## src/rtl/cfgmem_pkg.sv

```systemverilog
package cfgmem_pkg;
  function automatic int cnt_w(input int n);
    return (n > 1) ? $clog2(n) : 1;
  endfunction
endpackage

```

## src/rtl/cfgmem_array.sv

```systemverilog
module cfgmem_array #(
  parameter int WORD_W    = 8,
  parameter int NUM_WORDS = 8,
  parameter logic [WORD_W*NUM_WORDS-1:0] INIT = '0,
  localparam int AW = cfgmem_pkg::cnt_w(NUM_WORDS),
  localparam int BW = cfgmem_pkg::cnt_w(WORD_W)
) (
  input  logic [AW-1:0] addr_i,
  input  logic [BW-1:0] bit_i,
  output logic          bit_o
);
  logic [WORD_W-1:0] words [NUM_WORDS];

  for (genvar w = 0; w < NUM_WORDS; w++) begin : g_word
    assign words[w] = INIT[w*WORD_W +: WORD_W];
  end

  always_comb begin
    bit_o = 1'b0;
    if (int'(addr_i) < NUM_WORDS && int'(bit_i) < WORD_W)
      bit_o = words[addr_i][bit_i];
  end
endmodule

```

## src/rtl/cfgmem_counter.sv

```systemverilog
module cfgmem_counter #(
  parameter int WORD_W    = 8,
  parameter int NUM_WORDS = 8,
  localparam int AW    = cfgmem_pkg::cnt_w(NUM_WORDS),
  localparam int BW    = cfgmem_pkg::cnt_w(WORD_W),
  localparam int DEPTH = WORD_W * NUM_WORDS,
  localparam int PW    = cfgmem_pkg::cnt_w(DEPTH) + 1
) (
  input  logic          clk_i,
  input  logic          rst_ni,
  input  logic          clr_i,
  input  logic          en_i,
  output logic [AW-1:0] addr_o,
  output logic [BW-1:0] bit_o,
  output logic          done_o
);
  localparam logic [AW-1:0] LAST_A = AW'(NUM_WORDS - 1);
  localparam logic [BW-1:0] LAST_B = BW'(WORD_W - 1);

  logic [AW-1:0] addr_q;
  logic [BW-1:0] bit_q;
  logic          done_q;
  logic          at_end;
  logic [PW-1:0] pos;

  assign at_end = (addr_q == LAST_A) && (bit_q == LAST_B);
  assign pos    = PW'(addr_q) * PW'(WORD_W) + PW'(bit_q);

  always_ff @(posedge clk_i or negedge rst_ni) begin
    if (!rst_ni) begin
      addr_q <= '0;
      bit_q  <= '0;
      done_q <= 1'b0;
    end else if (clr_i) begin
      addr_q <= '0;
      bit_q  <= '0;
      done_q <= 1'b0;
    end else if (en_i) begin
      if (at_end) begin
        done_q <= 1'b1;                 // hold at terminal, no wrap
      end else if (bit_q == LAST_B) begin
        bit_q  <= '0;
        addr_q <= addr_q + 1'b1;
      end else begin
        bit_q  <= bit_q + 1'b1;
      end
    end
  end

  assign addr_o = addr_q;
  assign bit_o  = bit_q;
  assign done_o = done_q;

  p_step_r2: assert property (@(posedge clk_i) disable iff (!rst_ni)
    (en_i && !clr_i && !at_end) |=> (pos == $past(pos) + 1'b1));
  p_clear_r4: assert property (@(posedge clk_i) disable iff (!rst_ni)
    clr_i |=> (pos == '0 && !done_q));
  p_hold_r6: assert property (@(posedge clk_i) disable iff (!rst_ni)
    (!en_i && !clr_i) |=> ($stable(pos) && $stable(done_q)));
  p_finish_r7: assert property (@(posedge clk_i) disable iff (!rst_ni)
    (en_i && !clr_i && at_end) |=> done_q);
  p_no_wrap_r9: assert property (@(posedge clk_i) disable iff (!rst_ni)
    done_q |-> (pos == PW'(DEPTH - 1)));
endmodule

```

## src/rtl/cfgmem_outctl.sv

```systemverilog
module cfgmem_outctl (
  input  logic ser_en_i,
  input  logic ce_ni,
  input  logic rst_oe_i,
  input  logic rst_pol_i,
  input  logic done_i,
  input  logic mem_bit_i,
  output logic clr_o,
  output logic cnt_en_o,
  output logic data_o,
  output logic data_oe_o,
  output logic ceo_no
);
  logic reset_act;
  logic read_on;

  // pol=0: pin high resets; pol=1: pin low resets
  assign reset_act = rst_oe_i ^ rst_pol_i;
  assign read_on   = ser_en_i && !ce_ni && !reset_act;

  assign clr_o     = reset_act;
  assign cnt_en_o  = read_on && !done_i;
  assign data_oe_o = read_on && !done_i;
  assign data_o    = data_oe_o ? mem_bit_i : 1'b0;
  assign ceo_no    = !(done_i && !reset_act && !ce_ni);
endmodule

```

## src/rtl/cfgmem_reader.sv

```systemverilog
module cfgmem_reader #(
  parameter int WORD_W    = 8,
  parameter int NUM_WORDS = 8,
  parameter logic [WORD_W*NUM_WORDS-1:0] INIT = '0
) (
  input  logic clk_i,
  input  logic rst_ni,
  input  logic ser_en_i,
  input  logic ce_ni,
  input  logic rst_oe_i,
  input  logic rst_pol_i,
  output logic data_o,
  output logic data_oe_o,
  output logic ceo_no
);
  localparam int AW = cfgmem_pkg::cnt_w(NUM_WORDS);
  localparam int BW = cfgmem_pkg::cnt_w(WORD_W);

  logic [AW-1:0] addr;
  logic [BW-1:0] bit_idx;
  logic          done;
  logic          clr;
  logic          cnt_en;
  logic          mem_bit;

  cfgmem_counter #(.WORD_W(WORD_W), .NUM_WORDS(NUM_WORDS)) i_counter (
    .clk_i  (clk_i),
    .rst_ni (rst_ni),
    .clr_i  (clr),
    .en_i   (cnt_en),
    .addr_o (addr),
    .bit_o  (bit_idx),
    .done_o (done)
  );

  cfgmem_array #(.WORD_W(WORD_W), .NUM_WORDS(NUM_WORDS), .INIT(INIT)) i_array (
    .addr_i (addr),
    .bit_i  (bit_idx),
    .bit_o  (mem_bit)
  );

  cfgmem_outctl i_outctl (
    .ser_en_i  (ser_en_i),
    .ce_ni     (ce_ni),
    .rst_oe_i  (rst_oe_i),
    .rst_pol_i (rst_pol_i),
    .done_i    (done),
    .mem_bit_i (mem_bit),
    .clr_o     (clr),
    .cnt_en_o  (cnt_en),
    .data_o    (data_o),
    .data_oe_o (data_oe_o),
    .ceo_no    (ceo_no)
  );

  p_drive_gate_r3: assert property (@(posedge clk_i) disable iff (!rst_ni)
    data_oe_o |-> (ser_en_i && !ce_ni && (rst_oe_i == rst_pol_i) && !done));
  p_pol_reset_r5: assert property (@(posedge clk_i) disable iff (!rst_ni)
    (rst_oe_i != rst_pol_i) |-> (!data_oe_o && ceo_no));
  p_prog_float_r10: assert property (@(posedge clk_i) disable iff (!rst_ni)
    !ser_en_i |-> !data_oe_o);
  p_ceo_after_done_r8: assert property (@(posedge clk_i) disable iff (!rst_ni)
    !ceo_no |-> (done && !ce_ni && !data_oe_o));
endmodule

```

## config.mk

```make
export PLATFORM = sky130hd
export DESIGN_NAME = cfgmem_reader
export DESIGN_NICKNAME = d
export VERILOG_FILES = /design/src/rtl/cfgmem_pkg.sv /design/src/rtl/cfgmem_array.sv /design/src/rtl/cfgmem_counter.sv /design/src/rtl/cfgmem_outctl.sv /design/src/rtl/cfgmem_reader.sv
export SDC_FILE = /design/constraint.sdc
export NUM_CORES = 1
export LEC_CHECK = 0
export BUFFER_PORTS_ARGS = -buffer_cell sky130_fd_sc_hd__buf_2
export CORE_AREA = 2 2 39 41
export DETAILED_ROUTE_END_ITERATION = 6
export DIE_AREA = 0 0 41 43
export GPL_TIMING_DRIVEN = 0
export PLACE_DENSITY = 0.48
export SLEW_MARGIN = 5
export SYNTH_ARGS = -nofsm -noshare
export SYNTH_HDL_FRONTEND = slang
export SYNTH_SLANG_ARGS = --single-unit
```

## constraint.sdc

```tcl
create_clock -name clk_i -period 2 [get_ports clk_i]
set_clock_uncertainty 0.15 [all_clocks]
set_input_delay 0.5 -clock clk_i [delete_from_list [all_inputs] [get_ports clk_i]]
set_output_delay 0.5 -clock clk_i [all_outputs]
set_load 0.02 [all_outputs]
```

* Yosys cells after proc, flatten, opt, wreduce, memory -nomap -nowiden
Memories as Yosys holds them, arrays and structs flattened.
Index checks and enable logic that the tools add are counted.
** Storage, ports and cells
- Register bits after elaboration :: 7
- ROM bits :: 64
- Output and inout bits :: 3
- Word-level logic and storage cells :: 45
- Memories :: 1
** Operators by class
- Add/subtract/negate cells :: 2
- Magnitude comparators :: 2
- Equality and inequality tests :: 3
- Muxes and demuxes :: 16
- Bitwise gates (word level) :: 2
- Reduce and logical (&&, ||, !) cells :: 16
** Memories
- (no name shown) :: depth 8, width 8, rd ports 1, clocked after memory_dff 0, wr ports 0, RTL line cfgmem_array.sv:21 : bit_o = words[addr_i][bit_i];
** Operator list (number)
- $mux 3 :: 8
- $mux 8 :: 2
- $add 3x1->3 const B :: 2
- $eq 3x3->1 const B :: 2
- $logic_and 1x1->1 :: 6
- $reduce_bool 2->1 :: 3
- $mux 1 :: 5
- $ge 4x4->1 const B :: 1
- $logic_not 1->1 :: 4
- $lt 3x4->1 const B :: 1
- $not 3->4 :: 1
- $reduce_and 2->1 :: 2
- $bmux 1 s3 :: 1
- $reduce_and 3->1 :: 1
- $ne 2x1->1 const B :: 1
- $xor 1x1->1 :: 1

* Logic depth before layout (Yosys ltp)
Gate-level depths: netlist of run 1.
- Depth in word-level cells :: 7
- Depth in mapped cells :: 5
- Gate-level depth less buffers :: 5

* By module
Synthesis of run 1 repeated with hierarchy kept, for this count alone.
** Second synthesis, totals
- Cell total of the unflattened synthesis :: 42
- Area total of the unflattened synthesis :: 454.2 um^2
** Modules (own cells, without submodules)
- cfgmem_counter :: times used 1, cells an instance 34, area an instance 397.9 um^2, seq. area each 175.2 um^2
- cfgmem_outctl :: times used 1, cells an instance 6, area an instance 45.0 um^2, seq. area each 0.0 um^2
- cfgmem_array :: times used 1, cells an instance 2, area an instance 11.3 um^2, seq. area each 0.0 um^2

* Least setup slack after synthesis of run 1
OpenSTA, ideal clock, no wires.
- Path kind :: input to output
- From :: input port ce_ni
- To :: output port data_oe_o
- Arrival :: 1.268 ns
- Required time :: 1.350 ns
- Setup slack :: 0.082 ns
- Stages :: 3
- Path buffers :: 1
- Cells stage by stage :: or3b_1 clkbuf_2 nor2_1
** On the way
- Longest elaborated chain between the ends :: 4
** Ends and longest elaborated chain
- start: declaration :: RTL line cfgmem_reader.sv:9 : input logic ce_ni,
- $logic_not 1->1 :: RTL line cfgmem_outctl.sv:19 : assign read_on = ser_en_i && !ce_ni && !reset_act;
- $logic_and 1x1->1 (2 in a row) :: RTL line cfgmem_outctl.sv:19
- $logic_and 1x1->1 :: RTL line cfgmem_outctl.sv:23 : assign data_oe_o = read_on && !done_i;
- end: declaration :: RTL line cfgmem_reader.sv:13 : output logic data_oe_o,
No other way between the ends.

* Worst setup path after layout of run 1
- From :: register i_counter.done_q, in the netlist i_counter.done_o
- To :: output port data_oe_o
** On the way
- Longest elaborated chain between the ends :: 2
** Ends and longest elaborated chain
- start: declaration :: RTL line cfgmem_counter.sv:22 : logic done_q;
- start signal: assignment :: RTL line cfgmem_counter.sv:33 : done_q <= 1'b0;
- start signal: assignment :: RTL line cfgmem_counter.sv:37 : done_q <= 1'b0;
- start signal: assignment :: RTL line cfgmem_counter.sv:40 : done_q <= 1'b1;
- $logic_not 1->1 :: RTL line cfgmem_outctl.sv:23
- $logic_and 1x1->1 :: RTL line cfgmem_outctl.sv:23
No other way between the ends.

==> results.txt, run 1 <==
Status: finished clean
Peak Freq: 513.6 MHz
Async SR Flop Fraction: 100.0%
DP Wirelength: 589.2 um
Diode count: 0
Synth Instances: 44
Die area: 1763 um2
Total leakage power: 0.2567 nW
Final worst slack: 52.79 ps
WP data required: 1350 ps
Most frequent cells in the layout: dfrtp_1, buf_2
Slowest stage delay, CP: 440 ps
Fin. Hold Viols: 0
Synth Warn #: 0
DRC violation count after routing: 0
Worst-path cell chain: or3b_4 -> nor2_4 -> buf_6
IO buf count: 7
Commonest non-fill, non-tap cell in the layout: dfrtp_1
Hold depth: 1
# Max-Cap Violations: 0
Avg Vias per Cell: 4.836
Gpl congestion: 0.7016
Clk buf depth: 2
1st-pass router iterations: 4
CP max stage cell: or3b_4
Core area: 1384 um2
#FFs+latches synth: 7
CP endpoint kind: output port
Clock Latency Late Sink: 250 ps
Unrepaired setup endpoints after global routing: yes
Final min period: 1947 ps
Rows: 14
Worst Setup Start Kind: register
H-tree level count: 1
Violation count after the first detailed-route iteration: 1
Dpl ws: -36.20 ps
R2R setup slack: 160 ps
Fin cells: 73
Layout Area Growth over Synthesis: 30.12%
Clock buffer count from CTS: 3
Arrival time of the worst setup path: 1300 ps
I/O pin cnt: 9
R2R cell count: 5
Clk slew on worst S/H paths: 50 ps
Sink Count: 7
Tcrit/Tclk final: 97.36%
Synth Flop Type: dfrtp_1
Initial antenna violation count: 0
GRT Util Overall: 11.56%
Synthesized cell area: 415.4 um2
Initial core utilization: 30.02%
# setup viols final: 0
Mapped Nets: 54
Classification of the worst setup path: register to output port
Pin count of the biggest net entering global routing: 9
Average wire per standard cell: 11.07 um
Slew Viols, Final: 0
Clock root buffer: clkbuf_4
Post-synth EDFFs: 0
Crit Path Max Fanout: 4
Power Density: 602.9 nW/um2
Layout Nets: 68
Antenna viol nets, final: 0
Die H: 43 um
Mean Syn Cell Area: 9.441 um2
Die width: 41 um
Congestion Overflow GR: 0
Total power: 0.3259 mW
Post-synth cell types: 24
VDD IR max: 0.2233 mV
Critical path depth: 3
DRT Wirelength: 808 um
CTS tree: built
Number of global-route vias before repair: 311
Layout cells sized above 1: 29.82%
Inst Count DP: 67
Register area share after synthesis: 42.17%
CP top delay family: simple AND/OR/NAND/NOR gates
Hold Crit Class: register to register
Critical path buffers and inverters: 1
Via count: 353
Global-route wire length before repair: 1283 um
==> worst paths after layout <==
kind | from | endpoint
max | i_counter.done_o | data_oe_o
min | i_counter.bit_o[1] | i_counter.bit_o[1]
max reg2reg | i_counter.done_o | i_counter.addr_o[0]
min reg2reg | i_counter.bit_o[1] | i_counter.bit_o[1]
max in group asynchronous | rst_ni | i_counter.bit_o[2]
min in group asynchronous | rst_ni | i_counter.bit_o[1]
==> registers in the layout (all words and copies together) (netlist names) <==
signal	flops
i_counter.done_o	1
i_counter.bit_o	3
i_counter.addr_o	3
==> stage by stage <==
stage	hold WS, ps	cell area, um2	TNS (ps)	utilization (%)
6_report	382.0	540.5	0	39.06
5_1_grt	385.1	540.5	-0.7125	39.06
4_1_cts	379.3	514.2	0	37.16
3_5_place_dp	194.8	470.5	-36.20	34.00
3_3_place_gp	200.3	470.5	-60.85	34.00
2_1_floorplan	54.41	415.4	0	-
==> cells in the mapped netlist (all sizes together), types with 2 or more instances <==
cell	n	area share (%)
a21oi	4	4.8
nand2	2	1.8
ha	4	12
nand3	4	4.8
nor2	2	1.8
o21ai	4	4.8
dfrtp	7	42
==> layer usage <==
metal	routed length [um]	track usage, %	vias to the layer above
met5	0	0	-
met1	400	14.62	163
li1	-	-	184
met4	12	12.00	0
met2	372	14.37	4
met3	22	3.141	2
==> power breakdown <==
part	total, mW	switching, mW	internal [mW]
registers	0.147	0.00228	0.145
logic	0.0470	0.0263	0.0207
clock network	0.132	0.0555	0.0764
==> area by class of cell <==
class / count / area, um2
repair buffers: 10 / 66.31
plain buffers: 1 / 7.507
clock buffers: 4 / 26.28
fillers: 139 / 843.3
flip-flops and latches: 7 / 175.2
inverters: 1 / 3.754
multi-input cells: 34 / 241.5
well taps: 16 / 20.02
==> what timing repair did <==
action | in CTS | in global routing
gates resized for setup | 3 | 3
pin swaps | 1 | 1
endpoints found under the setup margin | 1 | 1
hold endpoints to repair | 7 | 0
setup buffers | 0 | 2
hold buffers | 1 | 0
==> logic make-up after synthesis <==
family                   synth area share (%)
AO/OA/AOI/OAI                           15.66
other                                  0.9027
AND/OR/NAND/NOR                         21.09
flip-flops                              42.17
adder cells (fa/ha/maj)                 12.05
buffers and inverters                   3.914
XOR/XNOR                                4.218
Note: power is estimated with default switching activity, not from simulation.
==> run 2, diff against run 1 <==
--- a/config.mk
+++ b/config.mk
@@ -10,7 +10,7 @@
 export DETAILED_ROUTE_END_ITERATION = 6
 export DIE_AREA = 0 0 41 43
 export GPL_TIMING_DRIVEN = 0
-export PLACE_DENSITY = 0.48
+export PLACE_DENSITY = 0.49
 export SLEW_MARGIN = 5
 export SYNTH_ARGS = -nofsm -noshare
 export SYNTH_HDL_FRONTEND = slang
==> constraint.sdc (replaced) <==
create_clock -name clk_i -period 1.6 [get_ports clk_i]
set_clock_uncertainty 0.15 [all_clocks]
set_input_delay 0.4 -clock clk_i [delete_from_list [all_inputs] [get_ports clk_i]]
set_output_delay 0.4 -clock clk_i [all_outputs]
set_load 0.02 [all_outputs]
==> run 2 against run 1 <==
The flow now finishes with violations (setup timing). First-iteration DRC count rose to 4.0 times the previous value. Global-route usage rose by 1.1 points. Die area did not move. Core utilization rose by 4.4 points.
==> results.txt, run 2 (synthesized netlist as in run 1, its figures left out) <==
Tcrit/Tclk final: 111.9%
Slew Viols, Final: 0 (unchanged)
DRT Wirelength: 935 um (was 808 um)
Final min period: 1790 ps
Total leakage power: 0.2709 nW (was 0.2567 nW)
Commonest non-fill, non-tap cell in the layout: dfrtp_1 (unchanged)
Hold Crit Class: primary input to register (was register to register)
Violated checks: setup timing
GRT Util Overall: 12.66% (was 11.56%)
H-tree level count: 1 (unchanged)
Worst-path cell chain: or3b_4 -> nor2_4 -> buf_6 (unchanged)
Critical path buffers and inverters: 1 (unchanged)
Clock buffer count from CTS: 3 (unchanged)
# Max-Cap Violations: 0 (unchanged)
Placement Cell Area: 478.0 um2 (was 470.5 um2)
Crit Path Max Fanout: 2 (was 4)
Fin. Hold Viols: 0 (unchanged)
Core area: 1384 um2 (unchanged)
Sink Count: 7 (unchanged)
Avg Vias per Cell: 4.880 (was 4.836)
WP data required: 1050 ps (was 1350 ps)
Violation count after the first detailed-route iteration: 4 (was 1)
CTS tree: built (unchanged)
VDD IR max: 0.3871 mV (was 0.2233 mV)
Diode count: 0 (unchanged)
CP max stage cell: or3b_4 (unchanged)
Die H: 43 um (unchanged)
FF/Latch Area: 175.2 um2 (unchanged)
Congestion Overflow GR: 0 (unchanged)
Status: finished with violations (was finished clean)
Initial core utilization: 30.02% (unchanged)
Rows: 14 (unchanged)
Number of global-route vias before repair: 346 (was 311)
Via count: 366 (was 353)
Layout Area Growth over Synthesis: 44.88% (was 30.12%)
Most frequent cells in the layout: dfrtp_1, buf_4, buf_2 (was dfrtp_1, buf_2)
Area of the multi-input gates: 281.5 um2 (was 241.5 um2)
Peak Freq: 558.5 MHz
Core Util, Final: 43.49% (was 39.06%)
I/O pin cnt: 9 (unchanged)
Layout Nets: 70 (was 68)
Final worst slack: -190.5 ps (was 52.79 ps)
Power Density: 680.2 nW/um2 (was 602.9 nW/um2)
Layout cells sized above 1: 44.07% (was 29.82%)
Classification of the worst setup path: register to output port (unchanged)
1st-pass router iterations: 2 (was 4)
Fin area: 601.8 um2 (was 540.5 um2)
# setup viols final: 5 (was 0)
CP top delay family: simple AND/OR/NAND/NOR gates (unchanged)
Die area: 1763 um2 (unchanged)
Pin count of the biggest net entering global routing: 9 (unchanged)
Gpl congestion: 0.6907 (was 0.7016)
R2R cell count: 5 (unchanged)
IO buf count: 7 (unchanged)
Die width: 41 um (unchanged)
DRC violation count after routing: 0 (unchanged)
Arrival time of the worst setup path: 1240 ps (was 1300 ps)
Slowest stage delay, CP: 400 ps (was 440 ps)
Average wire per standard cell: 12.47 um (was 11.07 um)
Critical path depth: 3 (unchanged)
Initial antenna violation count: 0 (unchanged)
Clock root buffer: clkbuf_4 (unchanged)
Antenna viol nets, final: 0 (unchanged)
Clk slew on worst S/H paths: 60 ps (was 50 ps)
Clk buf depth: 2 (unchanged)
Fillers: 129 (was 139)
Clock Latency Late Sink: 250 ps (about the same)
CP endpoint kind: output port (unchanged)
Global-route wire length before repair: 1483 um (was 1283 um)
Hold depth: 3 (was 1)
Unrepaired setup endpoints after global routing: yes (unchanged)
Worst Setup Start Kind: register (unchanged)
==> run 2: cell types whose count changed in the layout (fill, tap and decap cells not counted), sizes merged <==
cell,before,now
buf,10,12
==> run 2: cell type report <==
type                       instances  area share, %
buffer                             1          1.247
clock buffer                       4          4.366
inverter                           1         0.6237
multi-input combinational         34          46.78
sequential                         7          29.11
tap                               16          3.326
timing repair buffer              12          14.55
==> run 2: what timing repair did <==
action | 4_1_cts | 5_1_grt
endpoints found under the setup margin | 3 | 9
pin swaps | 2 | 2
hold buffers | 1 | 0
hold endpoints to repair | 7 | 0
buffers inserted | 2 | 2
resized for setup | 6 | 11
==> run 2: routing by layer <==
layer / share of wire (%) / vias to the layer above / track usage, %
met2: 46 / 6 / 17.19
met5: 0 / - / 0
met4: 2.9 / 0 / 10.00
met1: 48 / 170 / 17.22
li1: - / 186 / -
met3: 3.0 / 4 / 1.571
==> run 2: worst paths after layout <==
check	start	end	slack, ps
min in group asynchronous	rst_ni	i_counter.done_o	360
hold reg to reg	i_counter.bit_o[1]	i_counter.bit_o[1]	370
setup reg to reg	i_counter.done_o	i_counter.addr_o[0]	-180
hold / removal	ser_en_i	i_counter.done_o	290
setup / recovery	i_counter.done_o	data_oe_o	-190
max in group asynchronous	rst_ni	i_counter.bit_o[1]	780
==> run 2: per-stage QoR <==
| stage | setup WS, ps | TNS [ps] | instances | power, mW | hold slack [ps] |
|---|---|---|---|---|---|
| floorplan | 6.280 | 0 | 44 | 0.2173 | -45.59 |
| global placement | -294.7 | -753.3 | 67 | 0.2363 | 99.74 |
| detailed placement | -299.0 | -823.2 | 67 | 0.2366 | 94.72 |
| CTS | -180.8 | -320.1 | 73 | 0.4087 | 280.9 |
| global route | -232.7 | -680.3 | 75 | 0.4358 | 331.0 |
| finish | -190.5 | -445.4 | 75 | 0.4094 | 286.8 |
==> run 2: where the power goes <==
part | switching [mW] | internal, mW
clock | 0.0685 | 0.0954
combinational | 0.0346 | 0.0272
sequential | 0.00271 | 0.181
total | 0.106 | 0.304
==> run 2: worst reg2reg max path, delay by kind of cell, from the launching register on <==
kind / cells / cell delay, ps
AO/OA/AOI/OAI: 1 / 140
buffers and inverters: 2 / 270
AND/OR/NAND/NOR: 2 / 760
flip-flops: 1 / 380
